**config.mk**
```make
export PLATFORM = sky130hd
export DESIGN_NAME = gpio_port
export DESIGN_NICKNAME = d
export VERILOG_FILES = /design/src/rtl/gpio_port_pkg.sv /design/src/rtl/gpio_addr_decode.sv /design/src/rtl/gpio_sync.sv /design/src/rtl/gpio_regs.sv /design/src/rtl/gpio_port.sv
export SDC_FILE = /design/constraint.sdc
export NUM_CORES = 1
export LEC_CHECK = 0
export BUFFER_PORTS_ARGS = -buffer_cell sky130_fd_sc_hd__buf_4
export CORE_ASPECT_RATIO = 1.25
export CORE_MARGIN = 8
export CORE_UTILIZATION = 48
export DETAILED_ROUTE_END_ITERATION = 16
export PLACE_DENSITY = 0.8
export SLEW_MARGIN = 20
export SYNTH_ARGS = -nofsm -noshare
export SYNTH_HDL_FRONTEND = slang
export SYNTH_HIERARCHICAL = 1
export SYNTH_SLANG_ARGS = --single-unit
```
**constraint.sdc**
```tcl
create_clock -name clk -period 3.6 [get_ports clk]
set_input_delay 0.72 -clock clk [delete_from_list [all_inputs] [get_ports clk]]
set_output_delay 0.72 -clock clk [all_outputs]
set_load 0.05 [all_outputs]
```
**src/rtl/gpio_port_pkg.sv**
```systemverilog
package gpio_port_pkg;
  typedef enum logic [1:0] {
    SEL_DATA = 2'd0,
    SEL_DIR  = 2'd1,
    SEL_PINS = 2'd2,
    SEL_NONE = 2'd3
  } port_sel_e;

  localparam int NUM_REGS = 3;
endpackage

```
**src/rtl/gpio_addr_decode.sv**
```systemverilog
module gpio_addr_decode
  import gpio_port_pkg::*;
#(
  parameter int ADDR_W = 8,
  parameter logic [ADDR_W-1:0] BASE = 8'h40
) (
  input  logic [ADDR_W-1:0] addr,
  input  logic              wr,
  input  logic              rd,
  output port_sel_e         sel,
  output logic              wr_data,
  output logic              wr_dir,
  output logic              rd_hit
);
  logic [ADDR_W-1:0] offset;
  logic              in_window;

  always_comb begin
    offset    = addr - BASE;
    in_window = (addr >= BASE) && (offset < ADDR_W'(NUM_REGS));
    sel       = in_window ? port_sel_e'(offset[1:0]) : SEL_NONE;
    wr_data   = wr && (sel == SEL_DATA);
    wr_dir    = wr && (sel == SEL_DIR);
    rd_hit    = rd && (sel != SEL_NONE);
  end
endmodule

```
**src/rtl/gpio_sync.sv**
```systemverilog
module gpio_sync #(
  parameter int WIDTH  = 8,
  parameter int STAGES = 2
) (
  input  logic             clk,
  input  logic             rst,
  input  logic [WIDTH-1:0] d,
  output logic [WIDTH-1:0] q
);
  logic [STAGES-1:0][WIDTH-1:0] chain;

  always_ff @(posedge clk) begin
    if (rst) chain <= '0;
    else     chain <= {chain[STAGES-2:0], d};
  end

  assign q = chain[STAGES-1];

  // the last stage only ever takes the value the previous stage held
  assert_sync_shift_R4: assert property (@(posedge clk) disable iff (rst)
    !$past(rst) |-> chain[STAGES-1] == $past(chain[STAGES-2]));
endmodule

```
**src/rtl/gpio_regs.sv**
```systemverilog
module gpio_regs #(
  parameter int WIDTH = 8
) (
  input  logic             clk,
  input  logic             rst,
  input  logic             wr_data,
  input  logic             wr_dir,
  input  logic [WIDTH-1:0] wdata,
  output logic [WIDTH-1:0] data_q,
  output logic [WIDTH-1:0] dir_q
);
  always_ff @(posedge clk) begin
    if (rst) begin
      data_q <= '0;
      dir_q  <= '0;
    end else begin
      if (wr_data) data_q <= wdata;
      if (wr_dir)  dir_q  <= wdata;
    end
  end

  assert_latch_hold_R1: assert property (@(posedge clk) disable iff (rst)
    !wr_data |=> $stable(data_q));

  assert_write_capture_R11: assert property (@(posedge clk) disable iff (rst)
    wr_dir |=> dir_q == $past(wdata));

  assert_reset_clear_R7: assert property (@(posedge clk)
    rst |=> (data_q == '0) && (dir_q == '0));
endmodule

```
**src/rtl/gpio_port.sv**
```systemverilog
module gpio_port
  import gpio_port_pkg::*;
#(
  parameter int WIDTH  = 8,
  parameter int ADDR_W = 8,
  parameter logic [ADDR_W-1:0] BASE = 8'h40
) (
  input  logic              clk,
  input  logic              rst,
  input  logic [ADDR_W-1:0] io_addr,
  input  logic              io_wr,
  input  logic              io_rd,
  input  logic [WIDTH-1:0]  io_wdata,
  output logic [WIDTH-1:0]  io_rdata,
  input  logic [WIDTH-1:0]  pin_in,
  output logic [WIDTH-1:0]  pin_oe,
  output logic [WIDTH-1:0]  pin_out
);
  localparam int SYNC_STAGES = 2;

  port_sel_e        sel;
  logic             wr_data, wr_dir, rd_hit;
  logic [WIDTH-1:0] data_q, dir_q, pins_sync;

  gpio_addr_decode #(.ADDR_W(ADDR_W), .BASE(BASE)) u_dec (
    .addr(io_addr), .wr(io_wr), .rd(io_rd),
    .sel(sel), .wr_data(wr_data), .wr_dir(wr_dir), .rd_hit(rd_hit)
  );

  gpio_regs #(.WIDTH(WIDTH)) u_regs (
    .clk(clk), .rst(rst), .wr_data(wr_data), .wr_dir(wr_dir),
    .wdata(io_wdata), .data_q(data_q), .dir_q(dir_q)
  );

  gpio_sync #(.WIDTH(WIDTH), .STAGES(SYNC_STAGES)) u_sync (
    .clk(clk), .rst(rst), .d(pin_in), .q(pins_sync)
  );

  always_comb begin
    io_rdata = '0;
    if (rd_hit) begin
      unique case (sel)
        SEL_DATA: io_rdata = data_q;
        SEL_DIR:  io_rdata = dir_q;
        SEL_PINS: io_rdata = pins_sync;
        default:  io_rdata = '0;
      endcase
    end
  end

  assign pin_out = data_q;
  assign pin_oe  = dir_q;

  // cycles since reset, saturating, for the latency check
  logic [1:0] since_rst;
  always_ff @(posedge clk) begin
    if (rst)                 since_rst <= '0;
    else if (since_rst != 2) since_rst <= since_rst + 2'd1;
  end

  assert_pin_latency_R4: assert property (@(posedge clk) disable iff (rst)
    (since_rst == 2'd2) |-> pins_sync == $past(pin_in, 2));

  assert_rdata_idle_R8: assert property (@(posedge clk) disable iff (rst)
    !io_rd |-> io_rdata == '0);

  assert_pins_readonly_R6: assert property (@(posedge clk) disable iff (rst)
    (io_wr && io_addr == BASE + ADDR_W'(2)) |=> $stable(pin_out) && $stable(pin_oe));

  assert_outside_ignored_R9: assert property (@(posedge clk) disable iff (rst)
    (io_wr && (io_addr < BASE || io_addr > BASE + ADDR_W'(2))) |=>
      $stable(pin_out) && $stable(pin_oe));

  assert_no_drive_after_reset_R7: assert property (@(posedge clk)
    rst |=> pin_oe == '0);
endmodule

```
* After elaboration in Yosys (flattened, before gate mapping) *
Index checks and enable logic that the tools add are counted.

operators by class
  reductions and logical operators = 5
  $lt $le $gt $ge = 2
  add/subtract/negate cells = 1
  multiplexer cells = 3
  eq/ne operators = 3

operators by type and width
  kind                 number
  $pmux 8 s3           1
  $ge 8x7->1 const B   1
  $lt 8x2->1 const B   1
  $mux 8               1
  $sub 8x7->8 const B  1
  $logic_and 1x1->1    4
  $eq 2x1->1 const B   1
  $eq 2x2->1 const B   1
  $logic_not 2->1      1
  $mux 2               1
  $ne 2x2->1 const B   1

storage, ports and cells
  output and inout bits = 24
  flip-flop bits (word level) = 32
  word-level logic and storage cells = 18

* Depth between registers and ports, before layout *
Gate-level depths: netlist of the first run.

  word-level depth = 7
  mapped depth = 7
  gate-level depth less buffers = 5

* Cells and area by module *
The synthesis of the first run kept the hierarchy.

by module, submodules not included
  module            times used  area each (sq um)  cells each  sequential area each (sq um)
  gpio_regs         1           579.3              52          320.3
  gpio_sync         1           524.3              41          320.3
  gpio_port         1           270.3              35          0.0
  gpio_addr_decode  1           68.8               10          0.0

* Worst setup path after synthesis of the first run *
Ideal clock, no wire load.

  path kind = input to output
  from = input port io_addr[7]
  to = output port io_rdata[0]
  path slack = 0.344 ns
  arrival time = 2.536 ns
  cell stages on the path = 5
  buffers on the path = 1
  path through = or4b_4 or4_1 clkbuf_8 o21ai_0 and2_1

on the way
  cells in the longest elaborated chain, start to end = 7

ends and longest elaborated chain
  item                                             line                                     text
  start: declaration                               gpio_port.sv:10                          input logic [ADDR_W-1:0] io_addr,
  $sub 8x7->8                                      gpio_addr_decode.sv:19                   offset = addr - BASE;
  $lt 8x2->1                                       gpio_addr_decode.sv:20                   in_window = (addr >= BASE) && (offset < ADDR_W'(NUM_REGS));
  $logic_and 1x1->1 (*)                            gpio_addr_decode.sv:20
  $mux 2 (*)                                       gpio_addr_decode.sv:21                   sel = in_window ? port_sel_e'(offset[1:0]) : SEL_NONE;
  net sel[0]                                       gpio_port.sv:21                          port_sel_e sel;
  $eq 2x2->1, or another cell as far along         gpio_port.sv:42                          unique case (sel)
  $pmux 8 s3 or $logic_and 1x1->1 (tied branches)  gpio_port.sv:42, gpio_addr_decode.sv:24
  $mux 8 (*)                                       gpio_port.sv:41                          if (rd_hit) begin
  end: declaration                                 gpio_port.sv:14                          output logic [WIDTH-1:0] io_rdata,

Mark *: on every way through the listed nets, which the timed path passes. The rest lies on a longest branch.

* Worst setup path after layout of the first run *
  from = input port io_addr[7]
  to = output port io_rdata[5]

Same word-level chain as after synthesis.

==> results of run 1 <==
## power groups by stage
| stage | registers [mW] | clock network [mW] | logic, mW |
|---|---|---|---|
| 6_report | 0.364 | 0.205 | 0.0466 |
| 4_1_cts | 0.364 | 0.213 | 0.0470 |
| 2_1_floorplan | 0.373 | 0 | 0.0251 |
| 3_5_place_dp | 0.373 | 0 | 0.0466 |
| 5_1_grt | 0.365 | 0.231 | 0.0508 |
| 3_3_place_gp | 0.372 | 0 | 0.0450 |
## cell families (layout without fill, tap and decap cells)
logic type / Yosys count / after routing / share of synthesized area
mux: 24 / 24 / 0.1665
compound gates: 9 / 9 / 0.03469
flops: 32 / 32 / 0.4441
simple gates: 56 / 56 / 0.2481
buf+inv: 17 / 62 / 0.1067
## Yosys cell counts (all sizes together)
cell,instances,area (µm²)
or4b,1,13.76
mux2i,24,240.2
nor4,2,12.51
nor2b,10,80.08
or3,1,6.260
nand2,1,3.750
or4,1,7.510
clkbuf,2,18.76
inv,1,3.750
or2,1,6.260
nand3b,8,60.06
and2b,6,52.55
and2,8,50.05
a21bo,1,10.01
nor3,1,5.000
dfxtp,32,640.6
buf,14,131.4
nor2,16,60.06
o21ai,8,40.04
## through the flow
step / area, µm² / setup slack [ps] / util / hold slack (ps)
floorplan: 1443 / 344.4 / - / 414.8
detailed placement: 1747 / 190.3 / 0.6043 / 426.2
global route: 1805 / 99.31 / 0.6247 / 467.8
CTS: 1805 / 189.9 / 0.6247 / 447.3
finish: 1805 / 174.9 / 0.6247 / 437.9
global placement: 1747 / 215.9 / 0.6043 / 420.0
## state kept, by name, indices dropped and copies added, names as in the netlist
| signal | flops |
|---|---|
| u_regs/data_q | 8 |
| u_regs/dir_q | 8 |
| u_sync/chain | 8 |
| u_sync/q | 8 |
## per-layer routing
metal	vias up	track usage	wire, µm
met3	6	0.06977	313
li1	540	-	-
met5	-	0	0
met2	38	0.2074	1532
met4	0	0.05689	31
met1	485	0.1277	1250
## final timing paths
check	startpoint	to	slack [ps]	cells after the start
setup / recovery	io_addr[7]	io_rdata[5]	170	7
hold / removal	u_sync/chain[4]	u_sync/q[4]	440	1
setup reg to reg	u_regs/dir_q[4]	u_regs/dir_q[4]	2930	2
hold reg to reg	u_sync/chain[4]	u_sync/q[4]	440	1
## worst register-to-register path, stage by stage, from the launching register on
cell and delay [ps]:
dfxtp_1 380, mux2i_1 80, nor2_1 150
## final cells by class
class | count | share of cell area
clock buffers | 8 | 0.03257
inverters | 1 | 0.002079
multi-input cells | 89 | 0.3652
flip-flops and latches | 32 | 0.3548
well taps | 36 | 0.02495
repair buffers | 53 | 0.2204
==> impl_results.md, run 1 <==
* Relative slew slack at 0.3894
* Combinational cell fraction of total power at 0.076
* Vias in the first global route at 1,111
* Clock tree from TritonCTS: done
* Switching power at 127.9 µW
* Critical Path Max Stage Delay at 670 ps
* Timing-limited maximum frequency at just under 0.3 GHz
* P_leak at between 0.8 and 0.9 nW
* Buffer and inverter count on the worst path at 2
* Number of standard cells in the layout, taps in and fillers out at around 220
* Number of post-CTS setup repair buffers at 0
* Total power per unit cell area at 340.9 nW/µm²
* Count of distinct cell types in the synthesized netlist at 24
* Post-route clock skew at 8.686 ps
* Slew at the pin closest to its max-slew limit at between 900 and 1000 ps
* Overall power after layout at 615.5 µW
* Ys Warns at 6
* Number of sinks handled by clock tree synthesis at 32
* Run status: complete, no violations
* Die outline width at around 65 µm
* Layout cells sized above 1 at 0.4208
* Max Cap Violations at 0
* Overall die area at 5027 µm²
* First drt pass iteration count at 4
* H-tree depth at 2
* Final Hold Viols at 0
* Grt ovf at 0
* Maximum fanout along the worst path at 16
* Number of buffers between clock root and the deepest sink at 2
* Int Pwr at 487.6 µW
* Clock network fraction of total power at 0.332
* Area occupied by multi-input gates at 659.4 µm²
* Number of antenna violations at the first check in global routing at 0
* N_diodes at 0
* Area growth from synthesis to final layout at 25.15%
* Clock latency reported for the late side of the worst-skew pair at ~320 ps
* Global-route wire length before repair at just over 5000 µm
* Detail-routed net length per standard cell at 14.28 µm
* Final Slew Violations at 0
* Hold Buf Count CTS at 0
* Minimum period implied by the final worst setup slack at 3425 ps
* Placed instance count at 211
* RSZ-0062 raised after global routing: no
* CP top delay family: simple AND/OR/NAND/NOR gates
* Via density per instance at 4.881
* #FFs+latches synth at 32
* Number of nets with antenna violations after routing at 0
* TritonCTS Buffers at 5
* Post-route DRC at 0
* Overall die height at 77.30 µm
* Total of cells resized after clock tree synthesis at 0
* Clock Root Buffer: clkbuf_4
* Kind of start point of the critical path: primary input
* Sequential share of the synthesized area at 0.4441
* HPWL Detailed at ~2300 µm
* Share of total power in sequential cells at 0.592
* Initial core utilization at 0.4991
* Slowest cell on crit path: or4_1
* Number of rows in the core area at 22
* Worst EP arrival at 2710 ps
* Count of final setup violators at 0
* Total length of routed wires at 3127 µm
* IR drop worst, VDD at ~0.28 mV
* Crit. End Element: output port
* Clock-pin slew on the worst setup and hold paths at 90 ps
* Cells after synthesis at 138
* Pin count of the biggest net entering global routing at 33
* Synth Area per Inst at 10.45 µm²
* Core region area at 2890 µm²
* Type of the tightest min-delay check: reg2reg
* Total negative slack for setup checks at 0 ps
* Total routing resource utilization after global routing at 0.1267
* Commonest non-fill, non-tap cell in the layout: buf_4
* Final Net Count at 210
* Kind of critical path: in2out
* Post-synth design cell area at about 1400 µm²
* # IOs at 52
* Filler Cells Inserted at approximately 250
* DR vias at 1,069
* Input/output buffers at 51
* Dominant cell type by count on the critical path: buf_4
* Switching part of the total at 0.2078
* Final weighted congestion in routability-driven placement at 0.8935
* Crit path required time at between 2000 and 3000 ps
* Count of routing violations after the opening detailed-route iteration at 38
* Syn_nets at 166
* Post-route clock period utilization at 0.9514
* Register area at 640.6 µm²
* Cell chain of the critical path: buf_4 > or4b_4 > or4_1 > nand3b_1 > o21ai_1 > and2_1 > buf_4
* Commonest non-fill, non-tap cells in the layout: 53 x buf_4, 32 x dfxtp_1, 24 x mux2i_1, 16 x nor2_1
Power figures use the tool's default switching activity.
==> run 2, diff against run 1 <==
CORE_UTILIZATION = 50   (was 48)
CTS_BUF_LIST = sky130_fd_sc_hd__clkbuf_4 sky130_fd_sc_hd__clkbuf_8   (was not set)
PLACE_DENSITY = 0.82   (was 0.8)
==> impl_results.md, run 2 (synthesis results as in run 1) <==
* Final Hold Viols at 0 (unchanged)
* # IOs at 52 (unchanged)
* Overall power after layout at 617.9 µW (+0.39%)
* First drt pass iteration count at 4 (unchanged)
* TritonCTS Buffers at 5 (unchanged)
* IR drop worst, VDD at 0.3506 mV (+25%)
* Total length of routed wires at 3078 µm (-1.6%)
* Final weighted congestion in routability-driven placement at 0.8028 (-10%)
* Hold path depth at 1 (unchanged)
* Post-route DRC at 0 (unchanged)
* Clock tree from TritonCTS: done
* Clock-pin slew on the worst setup and hold paths at 90 ps (about the same)
* Clock Root Buffer: clkbuf_4
* RSZ-0062 raised after global routing: no
* Length of routed wiring on met1 at 1246 µm (-0.32%)
* Count of final setup violators at 0 (unchanged)
* Count of routing violations after the opening detailed-route iteration at 17 (-55%)
* Final Net Count at 211 (+0.48%)
* Number of post-CTS setup repair buffers at 0 (unchanged)
* Maximum fanout along the worst path at 16 (unchanged)
* Commonest non-fill, non-tap cells in the layout: 54 x buf_4, 32 x dfxtp_1, 24 x mux2i_1, 16 x nor2_1
* Post-route clock skew at 8.227 ps (-0.4585 ps)
* Type of the tightest min-delay check: reg2reg
* Overall die area at 4871 µm² (-3.1%)
* Number of rows in the core area at 22 (unchanged)
* Vias in the first global route at 1,131 (+1.8%)
* Hold Buf Count CTS at 0 (unchanged)
* Hold path startpoint: u_sync/chain[5]
* Timing-limited maximum frequency at 0.2917 GHz (about the same)
* Grt ovf at 0 (unchanged)
* Total of cells resized after clock tree synthesis at 0 (unchanged)
* Worst-case reg-to-reg path depth at 2 (unchanged)
* HPWL Detailed at 2360 µm (+1.0%)
* Crit path required time at 2880 ps (about the same)
* Run status: complete, no violations
* Number of sinks handled by clock tree synthesis at 32 (unchanged)
* Via density per instance at 4.868 (-0.27%)
* Relative slew slack at 0.6868 (+0.2974)
* DR vias at 1,071 (+0.19%)
* Core region area at 2835 µm² (-1.9%)
* Hold slack final at 451.1 ps (+13.21 ps)
* Area occupied by multi-input gates at 654.4 µm² (-0.76%)
* Worst EP arrival at 2710 ps (about the same)
* Slew at the pin closest to its max-slew limit at 469.8 ps (-441.1 ps)
* FF-to-FF Start: u_regs/data_q[5]
* Routed length on met2 at 1544 µm (+0.78%)
* Slack of the worst reg-to-reg path at 2960 ps (+30 ps)
* Input/output buffers at 51 (unchanged)
* Min-Delay Endpoint: u_sync/q[5]
* Register area at 640.6 µm² (unchanged)
* Filler Cells Inserted at 243 (-1.2%)
* Global-route wire length before repair at 5292 µm (+2.7%)
* N_diodes at 0 (unchanged)
* H-tree depth at 2 (unchanged)
* Commonest non-fill, non-tap cell in the layout: buf_4
* Highest routed layer: met4
* Number of buffers between clock root and the deepest sink at 2 (unchanged)
* Pin count of the biggest net entering global routing at 33 (unchanged)
* Initial core utilization at 0.5088 (+0.009692)
* P_leak at 0.8201 nW (+1.3%)
* Endpoint of the most critical register-to-register path: u_regs/data_q[5]
* Total power per unit cell area at 341.3 nW/µm² (+0.11%)
* Kind of start point of the critical path: primary input
* Number of nets with antenna violations after routing at 0 (unchanged)
* Detail-routed net length per standard cell at 13.99 µm (-2.0%)
* Crit. End Element: output port
* Overall die height at 76.06 µm (-1.6%)
* Total routing resource utilization after global routing at 0.1315 (+0.004865)
* Launching element of the worst setup path: io_addr[7]
* Minimum period implied by the final worst setup slack at 3428 ps (+2.769 ps)
* Number of antenna violations at the first check in global routing at 0 (unchanged)
* Kind of critical path: in2out
* Die outline width at 64.05 µm (-1.5%)
* Layout cells sized above 1 at 0.4293 (+0.008583)
* Final Slew Violations at 0 (unchanged)
* Met3 WL at 253 µm (-19%)
* Clock latency reported for the late side of the worst-skew pair at 320 ps (about the same)
* Total negative slack for setup checks at 0 ps (unchanged)
* Max Cap Violations at 0 (unchanged)
* Area growth from synthesis to final layout at 25.50%
* Post-route clock period utilization at 0.9522 (about the same)
[run 2: changes by cell type in the layout (fill, tap and decap cells not counted)]
| cell | delta |
|---|---|
| clkbuf_1 | -2 |
| clkinv_2 | +2 |
| buf_4 | +1 |
| nor3_1 | +1 |
| nor3_2 | -1 |
[run 2: worst max-delay path, cell delays in order]
cell	delay, ps
buf_4	110
or4b_4	570
or4_1	670
nand3b_1	190
o21ai_0	90
and2_1	180
buf_4	180
[run 2: layout make-up]
type / count / area share
multi-input cells: 89 / 0.3614
flip-flops and latches: 32 / 0.3538
repair buffers: 54 / 0.2239
clock buffers: 6 / 0.02833
well taps: 36 / 0.02488
clock inverters: 2 / 0.005529
inverters: 1 / 0.002073
[run 2: worst max path at each step]
stage	end	slack [ps]	cells past startpoint
final	io_rdata[0]	170	7
after CTS	io_rdata[0]	180	7
after global routing	io_rdata[3]	90	7
after floorplan	io_rdata[0]	340	5
after global placement	io_rdata[1]	250	7
after detailed placement	io_rdata[0]	180	7
[run 2: stage by stage]
stage / utilization / cells / setup slack, ps / area [µm²]
finish: 0.6386 / 220 / 172.1 / 1810
global route: 0.6386 / 220 / 89.43 / 1810
CTS: 0.6386 / 220 / 177.2 / 1810
detailed placement: 0.6169 / 212 / 181.8 / 1749
global placement: 0.6169 / 212 / 254.8 / 1749
floorplan: - / 138 / 344.4 / 1443
[run 2: report_power, final]
group          switching (mW)  leakage, nW  total [mW]  internal, mW
registers             0.00205        0.261       0.364         0.362
logic                  0.0174        0.521      0.0466        0.0292
clock network           0.114       0.0380       0.207        0.0928
[run 2: routing by layer]
| metal | track usage | up-vias |
|---|---|---|
| met2 | 0.2165 | 37 |
| met5 | 0 | - |
| met3 | 0.06176 | 4 |
| met1 | 0.1372 | 487 |
| met4 | 0.06040 | 0 |
| li1 | - | 543 |
==> run 3, diff against run 2 <==
CORE_ASPECT_RATIO = 1.75   (was 1.25)
CORE_UTILIZATION = 46   (was 50)
PLACE_DENSITY = 0.8   (was 0.82)
clock period = 2.9 ns   (was 3.6 ns; I/O delays follow)
==> impl_results.md, run 3 (synthesis results as in run 1) <==
* Run status: finished, violations left
* Failing checks: setup timing
* Area occupied by multi-input gates at 699.4 µm² (+6.9%)
* Total power per unit cell area at 413.6 nW/µm² (+21%)
* Final Slew Violations at 0 (unchanged)
* Grt ovf at 0 (unchanged)
* Overall power after layout at 824.3 µW (+33%)
* Clock tree from TritonCTS: done
* Number of rows in the core area at 27 (+23%)
* Post-route clock period utilization at 1.022
* Number of nets with antenna violations after routing at 0 (unchanged)
* Area growth from synthesis to final layout at 38.16%
* H-tree depth at 2 (unchanged)
* Type of the tightest min-delay check: reg2reg
* Timing-limited maximum frequency at 0.3375 GHz
* DR vias at 1,113 (+3.9%)
* Vias in the first global route at 1,241 (+9.7%)
* Input/output buffers at 51 (unchanged)
* HPWL Detailed at 2550 µm (+8.0%)
* Overall die area at 5255 µm² (+7.9%)
* Register area at 640.6 µm² (unchanged)
* Number of antenna violations at the first check in global routing at 0 (unchanged)
* Detail-routed net length per standard cell at 15.29 µm (+9.3%)
* Number of buffers between clock root and the deepest sink at 2 (unchanged)
* Via density per instance at 4.839 (-0.60%)
* Die outline width at 58.34 µm (-8.9%)
* Clock-pin slew on the worst setup and hold paths at 60 ps (-30 ps)
* Minimum period implied by the final worst setup slack at ~3000 ps
* P_leak at 0.8868 nW (+8.1%)
* Post-route clock skew at 4.132 ps (-4.095 ps)
* Relative slew slack at 0.7849 (+0.09813)
* Count of final setup violators at 8 (+8)
* Max Cap Violations at 0 (unchanged)
* Final Net Count at 215 (+1.9%)
* Number of sinks handled by clock tree synthesis at 32 (unchanged)
* Total negative slack for setup checks at -358.2 ps (-358.2 ps)
* Number of standard cells in the layout, taps in and fillers out at 230 (+4.5%)
* Final weighted congestion in routability-driven placement at 0.8422 (+4.9%)
* Worst EP arrival at 2380 ps (-330 ps)
* Kind of critical path: in2out
* Final setup slack of the worst path at -62.84 ps (-234.9 ps)
* Overall die height at 90.09 µm (+18%)
* Pin count of the biggest net entering global routing at 33 (unchanged)
* IR drop worst, VDD at 0.6358 mV (+81%)
* Commonest non-fill, non-tap cells in the layout: 46 x buf_4, 32 x dfxtp_1, 24 x mux2i_1, 16 x nor2_1, 9 x buf_8
* Post-route DRC at 0 (unchanged)
* Core region area at 3074 µm² (+8.4%)
* Maximum fanout along the worst path at 8 (-8)
* Total routing resource utilization after global routing at 0.1344 (+0.002856)
* Slew at the pin closest to its max-slew limit at 322.6 ps (-147.2 ps)
* Initial core utilization at 0.4693 (-0.03955)
* Count of routing violations after the opening detailed-route iteration at 12 (-5)
* Clock latency reported for the late side of the worst-skew pair at 270 ps (-50 ps)
* TritonCTS Buffers at 5 (unchanged)
* Clock Root Buffer: clkbuf_8
* Worst Setup Slack post-DPL at -38.07 ps (-219.9 ps)
* Post-Route Utilization at 0.6484 (+0.009782)
* N_diodes at 0 (unchanged)
* Placed instance count at 221 (+4.2%)
* First drt pass iteration count at 4 (unchanged)
* Hold Buf Count CTS at 0 (unchanged)
* Filler Cells Inserted at 235 (-3.3%)
* Kind of start point of the critical path: primary input
* Final Hold Viols at 0 (unchanged)
* Crit. End Element: output port
* Total length of routed wires at 3517 µm (+14%)
* Layout cells sized above 1 at 0.5134 (+0.08402)
* RSZ-0062 raised after global routing: yes
* Global-route wire length before repair at 5651 µm (+6.8%)
* Commonest non-fill, non-tap cell in the layout: buf_4
* # IOs at 52 (unchanged)
* Crit path required time at 2320 ps (-560 ps)
## run 3: cell count changes in the layout (fill, tap and decap cells not counted), sizes merged
cell / change
buf: +4
clkinv: -1
## run 3: metal layers
| metal | part of all wire | wire length [µm] | track usage |
|---|---|---|---|
| met1 | 0.34 | 1201 | 0.1192 |
| met2 | 0.57 | 2021 | 0.2491 |
| met3 | 0.065 | 228 | 0.04850 |
| met4 | 0.018 | 65 | 0.06584 |
| met5 | 0 | 0 | 0 |
## run 3: repair_timing
action | 4_1_cts | 5_1_grt
gates resized for setup | 13 | 30
setup buffers | 0 | 1
setup endpoints to repair | 8 | 8
pin swaps | 0 | 9
cloned | 1 | 0
## run 3: layout make-up
type | instances | area share
Sequential cell | 32 | 0.3214
Clock inverter | 1 | 0.002511
Clock buffer | 6 | 0.03829
Multi-Input combinational cell | 89 | 0.3509
Tap cell | 43 | 0.02699
Timing Repair Buffer | 58 | 0.2580
Inverter | 1 | 0.001883
## run 3: power breakdown
group	switching, mW	internal (mW)
Clock	0.138	0.172
Sequential	0.00264	0.450
Combinational	0.0235	0.0384
## run 3: critical path, cell delays in order
cell      delay [ps]
buf_6             90
or4b_4           540
or4_4            560
buf_6            160
nand3b_1         110
o21ai_2           70
and2_4           140
buf_8            140
## run 3: path summary, 6_finish.rpt
path / slack [ps] / depth (start not counted) / startpoint / endpoint
worst max-delay path: -60 / 8 / io_addr[3] / io_rdata[2]
worst min-delay path: 430 / 1 / u_sync/chain[6] / u_sync/q[6]
worst max register to register: 2220 / 2 / u_regs/dir_q[7] / u_regs/dir_q[7]
worst min register to register: 430 / 1 / u_sync/chain[6] / u_sync/q[6]
## run 3: per-stage QoR
stage	hold slack, ps	cell area, µm²
5_1_grt	455.5	1993
3_3_place_gp	419.6	1783
3_5_place_dp	426.6	1783
6_report	433.5	1993
2_1_floorplan	414.8	1453
4_1_cts	438.9	1916
